### config.mk
export PLATFORM = sky130hd
export DESIGN_NAME = alu_sfr_slice
export DESIGN_NICKNAME = d
export VERILOG_FILES = /design/src/rtl/alu_sfr_pkg.sv /design/src/rtl/alu_sfr_decode.sv /design/src/rtl/alu_sfr_core.sv /design/src/rtl/alu_sfr_store.sv /design/src/rtl/alu_sfr_slice.sv
export SDC_FILE = /design/constraint.sdc
export NUM_CORES = 1
export LEC_CHECK = 0
export CAP_MARGIN = 20
export CORE_MARGIN = 2
export CORE_UTILIZATION = 45
export DETAILED_ROUTE_END_ITERATION = 16
export GPL_ROUTABILITY_DRIVEN = 0
export PLACE_DENSITY = 0.7
export SLEW_MARGIN = 0
export SYNTH_ARGS = -nofsm -noshare
export SYNTH_HDL_FRONTEND = slang
export SYNTH_SLANG_ARGS = --single-unit
### constraint.sdc
create_clock -name clk -period 8.95 [get_ports clk]
set_clock_uncertainty 0.2 [all_clocks]
set_input_delay 2.2375 -clock clk [delete_from_list [all_inputs] [get_ports clk]]
set_output_delay 2.2375 -clock clk [all_outputs]
set_load 0.02 [all_outputs]
### src/rtl/alu_sfr_pkg.sv
// Package: shared operation encoding for the ALU slice.
// Assumes: microinstruction codes and stored-function fields fixed as below.
package alu_sfr_pkg;

    localparam int FC_W     = 4;
    localparam int SFR_W    = 8;
    localparam int SFN_W    = 6;

    localparam logic [FC_W-1:0] FC_PASS_B = 4'd0;
    localparam logic [FC_W-1:0] FC_ADD    = 4'd9;
    localparam logic [FC_W-1:0] FC_ADD1   = 4'd10;
    localparam logic [FC_W-1:0] FC_STORED = 4'd15;

    localparam logic [1:0] MODE_LOGIC = 2'b00;
    localparam logic [1:0] MODE_ARITH = 2'b01;

    typedef enum logic [2:0] {
        K_PASS_A = 3'd0,
        K_PASS_B = 3'd1,
        K_ADD    = 3'd2,
        K_AND    = 3'd3,
        K_OR     = 3'd4,
        K_XOR    = 3'd5,
        K_NOT_A  = 3'd6
    } op_kind_e;

    typedef struct packed {
        op_kind_e kind;
        logic     y_zero;   // adder second input forced to zero before inversion
        logic     y_inv;    // adder second input inverted
        logic     cin;      // adder carry in
    } op_ctl_t;

endpackage

### src/rtl/alu_sfr_decode.sv
// Module: function decoder.
// Maps the microinstruction code, or the stored function when the escape
// code is present, onto one operation control word. Anything undefined
// becomes pass-A so the output is always known.
module alu_sfr_decode
    import alu_sfr_pkg::*;
(
    input  logic [FC_W-1:0]  fcode,
    input  logic [SFR_W-1:0] sfr,
    output op_ctl_t          ctl
);

    localparam op_ctl_t PASS_A = '{kind: K_PASS_A, y_zero: 1'b0, y_inv: 1'b0, cin: 1'b0};

    logic [1:0]       mode;
    logic [SFN_W-1:0] fn;
    op_ctl_t          stored_ctl;

    assign mode = sfr[SFR_W-1 -: 2];
    assign fn   = sfr[SFN_W-1:0];

    // Purpose: decode the stored-function register into a control word.
    always_comb begin
        stored_ctl = PASS_A;
        if (mode == MODE_ARITH) begin
            unique case (fn)
                6'd0: stored_ctl = '{kind: K_ADD, y_zero: 1'b0, y_inv: 1'b0, cin: 1'b0};
                6'd1: stored_ctl = '{kind: K_ADD, y_zero: 1'b0, y_inv: 1'b0, cin: 1'b1};
                6'd2: stored_ctl = '{kind: K_ADD, y_zero: 1'b0, y_inv: 1'b1, cin: 1'b1};
                6'd3: stored_ctl = '{kind: K_ADD, y_zero: 1'b0, y_inv: 1'b1, cin: 1'b0};
                6'd4: stored_ctl = '{kind: K_ADD, y_zero: 1'b1, y_inv: 1'b0, cin: 1'b1};
                6'd5: stored_ctl = '{kind: K_ADD, y_zero: 1'b1, y_inv: 1'b1, cin: 1'b0};
                default: stored_ctl = PASS_A;
            endcase
        end else if (mode == MODE_LOGIC) begin
            unique case (fn)
                6'd0: stored_ctl.kind = K_AND;
                6'd1: stored_ctl.kind = K_OR;
                6'd2: stored_ctl.kind = K_XOR;
                6'd3: stored_ctl.kind = K_NOT_A;
                6'd4: stored_ctl.kind = K_PASS_B;
                default: stored_ctl = PASS_A;
            endcase
        end
    end

    // Purpose: select between microinstruction codes and the stored function.
    always_comb begin
        ctl = PASS_A;
        unique case (fcode)
            FC_PASS_B: ctl.kind = K_PASS_B;
            FC_ADD:    ctl = '{kind: K_ADD, y_zero: 1'b0, y_inv: 1'b0, cin: 1'b0};
            FC_ADD1:   ctl = '{kind: K_ADD, y_zero: 1'b0, y_inv: 1'b0, cin: 1'b1};
            FC_STORED: ctl = stored_ctl;
            default:   ctl = PASS_A;
        endcase
    end

endmodule

### src/rtl/alu_sfr_core.sv
// Module: combinational ALU core.
// Computes the result word plus carry and overflow for one control word.
// Assumes: operands are already selected; only adder operations set flags.
module alu_sfr_core
    import alu_sfr_pkg::*;
#(
    parameter int WIDTH = 16
) (
    input  logic [WIDTH-1:0] opa,
    input  logic [WIDTH-1:0] opb,
    input  op_ctl_t          ctl,
    output logic [WIDTH-1:0] res,
    output logic             carry,
    output logic             ovf
);

    localparam int MSB = WIDTH - 1;

    logic [WIDTH-1:0] y_base;
    logic [WIDTH-1:0] y_add;
    logic [WIDTH:0]   sum;
    logic             c_into_msb;

    assign y_base = ctl.y_zero ? '0 : opb;
    assign y_add  = ctl.y_inv ? ~y_base : y_base;

    // Purpose: ripple-free adder with the carry-in folded in.
    always_comb begin
        sum        = {1'b0, opa} + {1'b0, y_add} + {{WIDTH{1'b0}}, ctl.cin};
        c_into_msb = opa[MSB] ^ y_add[MSB] ^ sum[MSB];
    end

    // Purpose: pick the output word and flags for the selected kind.
    always_comb begin
        res   = opa;
        carry = 1'b0;
        ovf   = 1'b0;
        unique case (ctl.kind)
            K_PASS_A: res = opa;
            K_PASS_B: res = opb;
            K_ADD: begin
                res   = sum[WIDTH-1:0];
                carry = sum[WIDTH];
                ovf   = c_into_msb ^ sum[WIDTH];
            end
            K_AND:   res = opa & opb;
            K_OR:    res = opa | opb;
            K_XOR:   res = opa ^ opb;
            K_NOT_A: res = ~opa;
            default: res = opa;
        endcase
    end

endmodule

### src/rtl/alu_sfr_store.sv
// Module: stored-function register.
// Loads the low byte of the B holding register on a cycle-1 strobe when
// enabled, and otherwise keeps its value. Synchronous active-low reset.
module alu_sfr_store
    import alu_sfr_pkg::*;
(
    input  logic             clk,
    input  logic             rst_n,
    input  logic             strobe,
    input  logic             ld_en,
    input  logic [SFR_W-1:0] din,
    output logic [SFR_W-1:0] q
);

    // Purpose: hold or reload the stored function.
    always_ff @(posedge clk) begin
        if (!rst_n)
            q <= '0;
        else if (strobe && ld_en)
            q <= din;
    end

    AST_SFR_HOLD: assert property (@(posedge clk) disable iff (!rst_n)
        !(strobe && ld_en) |=> $stable(q));
    AST_SFR_LOAD: assert property (@(posedge clk) disable iff (!rst_n)
        (strobe && ld_en) |=> q == $past(din));

endmodule

### src/rtl/alu_sfr_slice.sv
// Module: top of the ALU slice.
// Holds the A/B operands, applies the mask override, decodes the function,
// captures result and flags on step, and drives the active-low status word.
// Assumes: WIDTH >= 12 so flags, padding and stored function fit the status word.
module alu_sfr_slice
    import alu_sfr_pkg::*;
#(
    parameter int WIDTH = 16
) (
    input  logic             clk,
    input  logic             rst_n,
    input  logic             opa_ld,
    input  logic [WIDTH-1:0] opa_d,
    input  logic             opb_ld,
    input  logic [WIDTH-1:0] opb_d,
    input  logic             mask_sel,
    input  logic [WIDTH-1:0] mask_d,
    input  logic [FC_W-1:0]  fcode,
    input  logic             cyc1_strobe,
    input  logic             sfr_ld_en,
    input  logic             step_en,
    output logic [WIDTH-1:0] result,
    output logic [WIDTH-1:0] status_n
);

    localparam int PAD_W = WIDTH - 4 - SFR_W;

    logic [WIDTH-1:0] a_hold, b_hold, b_eff;
    logic [SFR_W-1:0] sfr_q;
    op_ctl_t          ctl;
    logic [WIDTH-1:0] alu_res;
    logic             alu_carry, alu_ovf;
    logic             carry_q, ovf_q, zero_q;

    // Purpose: operand holding registers.
    always_ff @(posedge clk) begin
        if (!rst_n) begin
            a_hold <= '0;
            b_hold <= '0;
        end else begin
            if (opa_ld) a_hold <= opa_d;
            if (opb_ld) b_hold <= opb_d;
        end
    end

    assign b_eff = mask_sel ? mask_d : b_hold;

    alu_sfr_store u_store (
        .clk    (clk),
        .rst_n  (rst_n),
        .strobe (cyc1_strobe),
        .ld_en  (sfr_ld_en),
        .din    (b_hold[SFR_W-1:0]),
        .q      (sfr_q)
    );

    alu_sfr_decode u_decode (
        .fcode (fcode),
        .sfr   (sfr_q),
        .ctl   (ctl)
    );

    alu_sfr_core #(.WIDTH(WIDTH)) u_core (
        .opa   (a_hold),
        .opb   (b_eff),
        .ctl   (ctl),
        .res   (alu_res),
        .carry (alu_carry),
        .ovf   (alu_ovf)
    );

    // Purpose: result register and its flags.
    always_ff @(posedge clk) begin
        if (!rst_n) begin
            result  <= '0;
            carry_q <= 1'b0;
            ovf_q   <= 1'b0;
            zero_q  <= 1'b0;
        end else if (step_en) begin
            result  <= alu_res;
            carry_q <= alu_carry;
            ovf_q   <= alu_ovf;
            zero_q  <= (alu_res == '0);
        end
    end

    // Purpose: active-low status readback word.
    assign status_n = ~{result[WIDTH-1], carry_q, zero_q, ovf_q, {PAD_W{1'b0}}, sfr_q};

    AST_RESULT_HOLD: assert property (@(posedge clk) disable iff (!rst_n)
        !step_en |=> $stable(result) && $stable(status_n[WIDTH-1 -: 4]));
    AST_ZERO_FLAG: assert property (@(posedge clk) disable iff (!rst_n)
        step_en |=> zero_q == (result == '0));
    AST_NO_OVERFLOW: assert property (@(posedge clk) disable iff (!rst_n)
        (step_en && ctl.kind != K_ADD) |=> !ovf_q && !carry_q);
    AST_OVF_SIGNS: assert property (@(posedge clk) disable iff (!rst_n)
        (ctl.kind == K_ADD) |-> alu_ovf == ((a_hold[WIDTH-1] == u_core.y_add[WIDTH-1])
                                            && (alu_res[WIDTH-1] != a_hold[WIDTH-1])));
    AST_PASS_B: assert property (@(posedge clk) disable iff (!rst_n)
        (step_en && fcode == FC_PASS_B) |=> result == $past(b_eff));

endmodule

---- After elaboration in Yosys (flattened, before gate mapping) ----
Cells that the tools add are included.
operators by class
  $add $sub $neg .......................... 2
  reduce and logical (&&, ||, !) cells .... 6
  bitwise logic cells ..................... 9
  multiplexer cells ....................... 12
  eq/ne operators ......................... 15
operator list
  cell                                                                   count
  16-bit one-hot mux with 6 select lines                                 1
  16-bit two-way mux                                                     3
  16-bit inverter                                                        3
  5-bit one-hot mux with 6 select lines                                  1
  16-bit by 16-bit adder with 17-bit output                              1
  17-bit by 1-bit adder with 17-bit output                               1
  16-bit bitwise AND                                                     1
  16-bit logical NOT                                                     1
  16-bit OR                                                              1
  16-bit XOR                                                             1
  3-bit one-hot mux with 5 select lines                                  1
  4-bit equality test, second input constant                             3
  6-bit by 2-bit equality test with 1-bit output, second input constant  2
  6-bit by 3-bit equality test with 1-bit output, second input constant  2
  6-bit two-way mux                                                      2
  3-bit equality test, second input constant                             3
  3-bit one-hot mux with 3 select lines                                  1
  3-bit by 2-bit equality test with 1-bit output, second input constant  2
  6-bit by 1-bit equality test with 1-bit output, second input constant  1
  6-bit logical NOT                                                      1
  3-bit one-hot mux with 2 select lines                                  1
  4-bit logical NOT                                                      1
  3-bit by 1-bit equality test with 1-bit output, second input constant  1
  1-bit XOR                                                              3
  5 further kinds                                                        6
word-level totals
  word-level logic and storage cells ...... 51
  bits in registers ....................... 59
  output and inout bits ................... 32
  input bits .............................. 60

---- Longest topological paths before layout ----
  depth after elaboration ................. 13
  depth in mapped cells ................... 20
  depth with buffers taken out ............ 19

---- By module ----
From an unflattened synthesis, not the netlist that was laid out.
unflattened totals
  cells, all modules ...................... 664
  area total of the unflattened synthesis .. 5,512.8 um2
by module, submodules not included
  module          times used  sequential area each (um2)  area each (um2)  cells an instance
  alu_sfr_core    1           0.0                         2,632.5          394
  alu_sfr_slice   1           1,021.0                     2,317.2          205
  alu_sfr_store   1           160.2                       359.1            38
  alu_sfr_decode  1           0.0                         203.9            27

---- Worst setup path after synthesis ----
OpenSTA, ideal clock, no wires.
  path type ............................... in2reg
  start point ............................. in fcode[2]
  end point ............................... reg zero_q
  setup slack ............................. 1,953 ps
  arrival time ............................ 6,738 ps
  cell stages on the path ................. 20
  buffers on the path ..................... 1
  data required time ...................... 8,691 ps
  setup time .............................. 59 ps
  cell sequence ........................... nand4_1 nor3_2 nand2_1 nor3_1 clkbuf_1 nor2_1 xnor2_1 fa_1 inv_1 fa_1 nand2b_1 a21oi_1 o41ai_2 o21ai_0 o41ai_2 xnor2_1 a221o_1 or3_1 or4_1 nand2_1
between the ends
  longest elaborated chain between the ends .. 9
  elaborated cells between the ends (all ways) .. 20
  those cells by class .................... 2 x add/sub; 9 x eq/ne; 5 x mux; 1 x bitwise; 3 x reduce/logical
ends and longest elaborated chain
  element                                     line                  text
  start: declaration                          alu_sfr_slice.sv:18   input logic [FC_W-1:0] fcode,
  4-bit equality test                         alu_sfr_decode.sv:50  unique case (fcode)
  3-bit one-hot mux with 2 select lines       alu_sfr_decode.sv:50
  16-bit two-way mux                          alu_sfr_core.sv:24    assign y_base = ctl.y_zero ? '0 : opb;
  16-bit inverter                             alu_sfr_core.sv:25    assign y_add = ctl.y_inv ? ~y_base : y_base;
  16-bit two-way mux                          alu_sfr_core.sv:25
  16-bit by 16-bit adder with 17-bit output   alu_sfr_core.sv:29    sum = {1'b0, opa} + {1'b0, y_add} + {{WIDTH{1'b0}}, ctl.cin};
  17-bit by 1-bit adder with 17-bit output    alu_sfr_core.sv:29
  16-bit one-hot mux with 6 select lines (*)  alu_sfr_core.sv:38    unique case (ctl.kind)
  16-bit logical NOT (*)                      alu_sfr_slice.sv:83   zero_q <= (alu_res == '0);
  end signal: assignment                      alu_sfr_slice.sv:83
  end: declaration                            alu_sfr_slice.sv:33   logic carry_q, ovf_q, zero_q;
Every way passes the cells marked *; elsewhere a longest branch is shown, timed or not.
A chain may end at the register's enable or synchronous reset.

---- Final worst setup path ----
Ends and elaborated chain as after synthesis.

==> results.cfg <==
[cts]
clk_latency_ns = 0.35
cts_tree = yes
clk_pin_slew_worst_paths_ns = 0.06
cts_root_buffer = clkbuf_8
htreeDepth = 3
clock_sinks = 59
cts_buffers = 9
ctsLongestPathBuffers = 2
cts_hold_buf = 0
post_cts_buffers = 0
cts-resized-gates = 0

[timing]
tightest_slew_ns = 1.08
setup_viol = 0
finalHoldViolCount = 0
min_period_ns = 7.34
max-slew-margin-rel_pct = 27.5
timing.fmax_mhz = 136
rsz0062_at_grt = no
drv_slew = 0
fin_crit_sh_pct = 82.0
tns_ns = 0

[synth]
synthXorXnorAreaFrac_pct = 5.59
synth_mux_area_share_pct = 10.2
yosysUniqueCellTypes = 66
ys_warn_count = 0
yosysSeqAreaShare_pct = 23.5
async_flop_share_pct = 0
netlist_instances = 608
syn-cell-area_um2 = 5020
synth_edf_count = 0
yosys_register_bits = 59
synthAdderAreaFrac_pct = 12.5
synth_compound_gate_area_share_pct = 23.2
synth_top_family_by_area = compound AO/OA/AOI/OAI gates
syn-mean-instance-area_um2 = 8.25
synth-main-ff-cell = dfxtp_1
synthSimpleGateAreaFrac_pct = 17.1

[routing]
post-route-drc-count = 0
antenna_left = 0
first_iter_violations = 474
highest_layer = met4
wl_per_cell_um = 17.2
postRouteWirelength_mm = 14.1
routed_via_density = 5.78
vias = 4739
drtPass1Iterations = 5
met1_length_mm = 6.42
route.met3.wl_mm = 1.05
dr_wl_met2_mm = 6.25

[floorplanning]
die_w_um = 110
dieArea_um2 = 12000
core-area_um2 = 10800
die_y_um = 110
rows = 38
start_util_pct = 46.3
ioPinCount = 92

[hold_path]
min_path_type = flip-flop to flip-flop

[global_routing]
grt_overflow_total = 0
grt_pass1_wl_mm = 22.6
grt_antenna_before_repair = 0
grt_max_degree = 60
grt_usage_pct = 24.3
grt_pass1_vias = 4545

[worst_setup_path]
slowest_delay_ns = 0.54
crit_chain = clkdlybuf4s50_1, nand4_1, nor3_2, nand2_1, nor3_1, buf_4, nor2_1, xnor2_1, fa_1, inv_1, fa_1, nand2b_1, a21oi_1, o41ai_2, o21ai_0, o41ai_2, xnor2_1, a221o_1, or3_1, or4_1, nand2_1
slowest_stage = clkdlybuf4s50_1
critPathKind = input pin to flip-flop
worstPathArrival_ns = 7.43
cp.required_ns = 9.04
end_kind = flip-flop
start_kind = input pin
worst-path-max-fanout = 16

[final_layout]
diodes = 0
area_delta_synth_final_pct = 22.1
multiInputGateArea_um2 = 3460
area.sequential_um2 = 1180
layout_common_cells = 87 x clkdlybuf4s50_1, 59 x dfxtp_1, 49 x mux2i_1, 48 x inv_1, 47 x ha_1
drive_above_1_share_pct = 5.74
final_common_cell = clkdlybuf4s50_1
fill_cells = 993
nets = 784

[power_and_ir_drop]
power.density_nw_per_um2 = 128
ir_drop_v = 0.0000719
p_total_uw = 786
leakage_uw = 0.00269

[outcome]
status = complete, no violations

[job]
max_cap_viol_count = 0

[placement]
dp_hpwl_mm = 10.5
io_buffer_count = 87
-- power breakdown --
part	internal [µW]	switching (µW)	total (µW)	leakage (µW)
clock network	144	118	261	0.000106
registers	278	15.9	294	0.000486
logic	108	123	231	0.00210
total	529	257	786	0.00269
-- through the flow --
step	cells	hold WS (ns)	instance area [µm²]	setup WS [ns]	util, %
after detailed placement	804	0.262	5920	1.34	54.6
after global placement	804	0.264	5920	1.55	54.6
after CTS	820	0.272	6120	1.69	56.5
final	820	0.269	6120	1.61	56.5
after floorplan	611	0.245	5030	1.95	-
after global routing	820	0.288	6120	1.20	56.5
-- critical path, delay by kind of cell --
family,cells,cell delay (ns)
AO/OA/AOI/OAI,5,1.47
AND/OR/NAND/NOR,9,1.95
buffers and inverters,3,0.88
XOR/XNOR,2,0.26
adder cells (fa/ha/maj),2,0.62
-- state kept, by name, indices dropped and copies added, names as in the netlist --
name and count:
result 16, b_hold 16, ovf_q 1, u_store.q 8, zero_q 1, a_hold 16
carry_q 1
-- kinds of logic after synthesis --
| kind of cell | Yosys count |
|---|---|
| multiplexers | 50 |
| adder cells (fa/ha/maj) | 49 |
| other | 1 |
| AND/OR/NAND/NOR | 170 |
| buffers and inverters | 89 |
| XOR/XNOR | 32 |
| AO/OA/AOI/OAI | 158 |
| flip-flops | 59 |
-- layer usage --
metal | up-vias | global-route usage [%]
li1 | 2295 | -
met5 | - | 0
met2 | 208 | 38.3
met1 | 2205 | 32.6
met3 | 31 | 5.04
met4 | 0 | 9.13
-- synth_stat cells (9+ instances only) --
library cell	n	area share, %
a21oi_1	31	3.1
ha_1	47	12
nand2_1	41	3.1
a211oi_1	20	3.0
mux2i_1	49	9.8
inv_1	48	3.6
dfxtp_1	59	24
nand3_1	17	1.7
o21ai_0	16	1.6
clkbuf_1	23	1.7
nor2b_1	34	4.2
o211a_1	14	2.8
o22ai_1	9	1.1
xnor2_1	24	4.2
nor2_1	38	2.8
-- final cells by class --
| cell class | count | share of cell area [%] |
|---|---|---|
| Clock buffer | 12 | 2.53 |
| Multi-Input combinational cell | 463 | 56.6 |
| Sequential cell | 59 | 19.3 |
| Inverter | 49 | 3.00 |
| Timing Repair Buffer | 93 | 15.0 |
| Clock inverter | 4 | 0.797 |
| Tap cell | 140 | 2.86 |
-- worst paths after layout --
| check | from | end | slack, ns | depth (start not counted) |
|---|---|---|---|---|
| max reg2reg | u_store.q[3] | zero_q | 3.61 | 20 |
| min reg2reg | zero_q | zero_q | 0.27 | 2 |
| min | zero_q | zero_q | 0.27 | 2 |
| max | fcode[2] | zero_q | 1.61 | 21 |
Power figures use the tool's default switching activity.
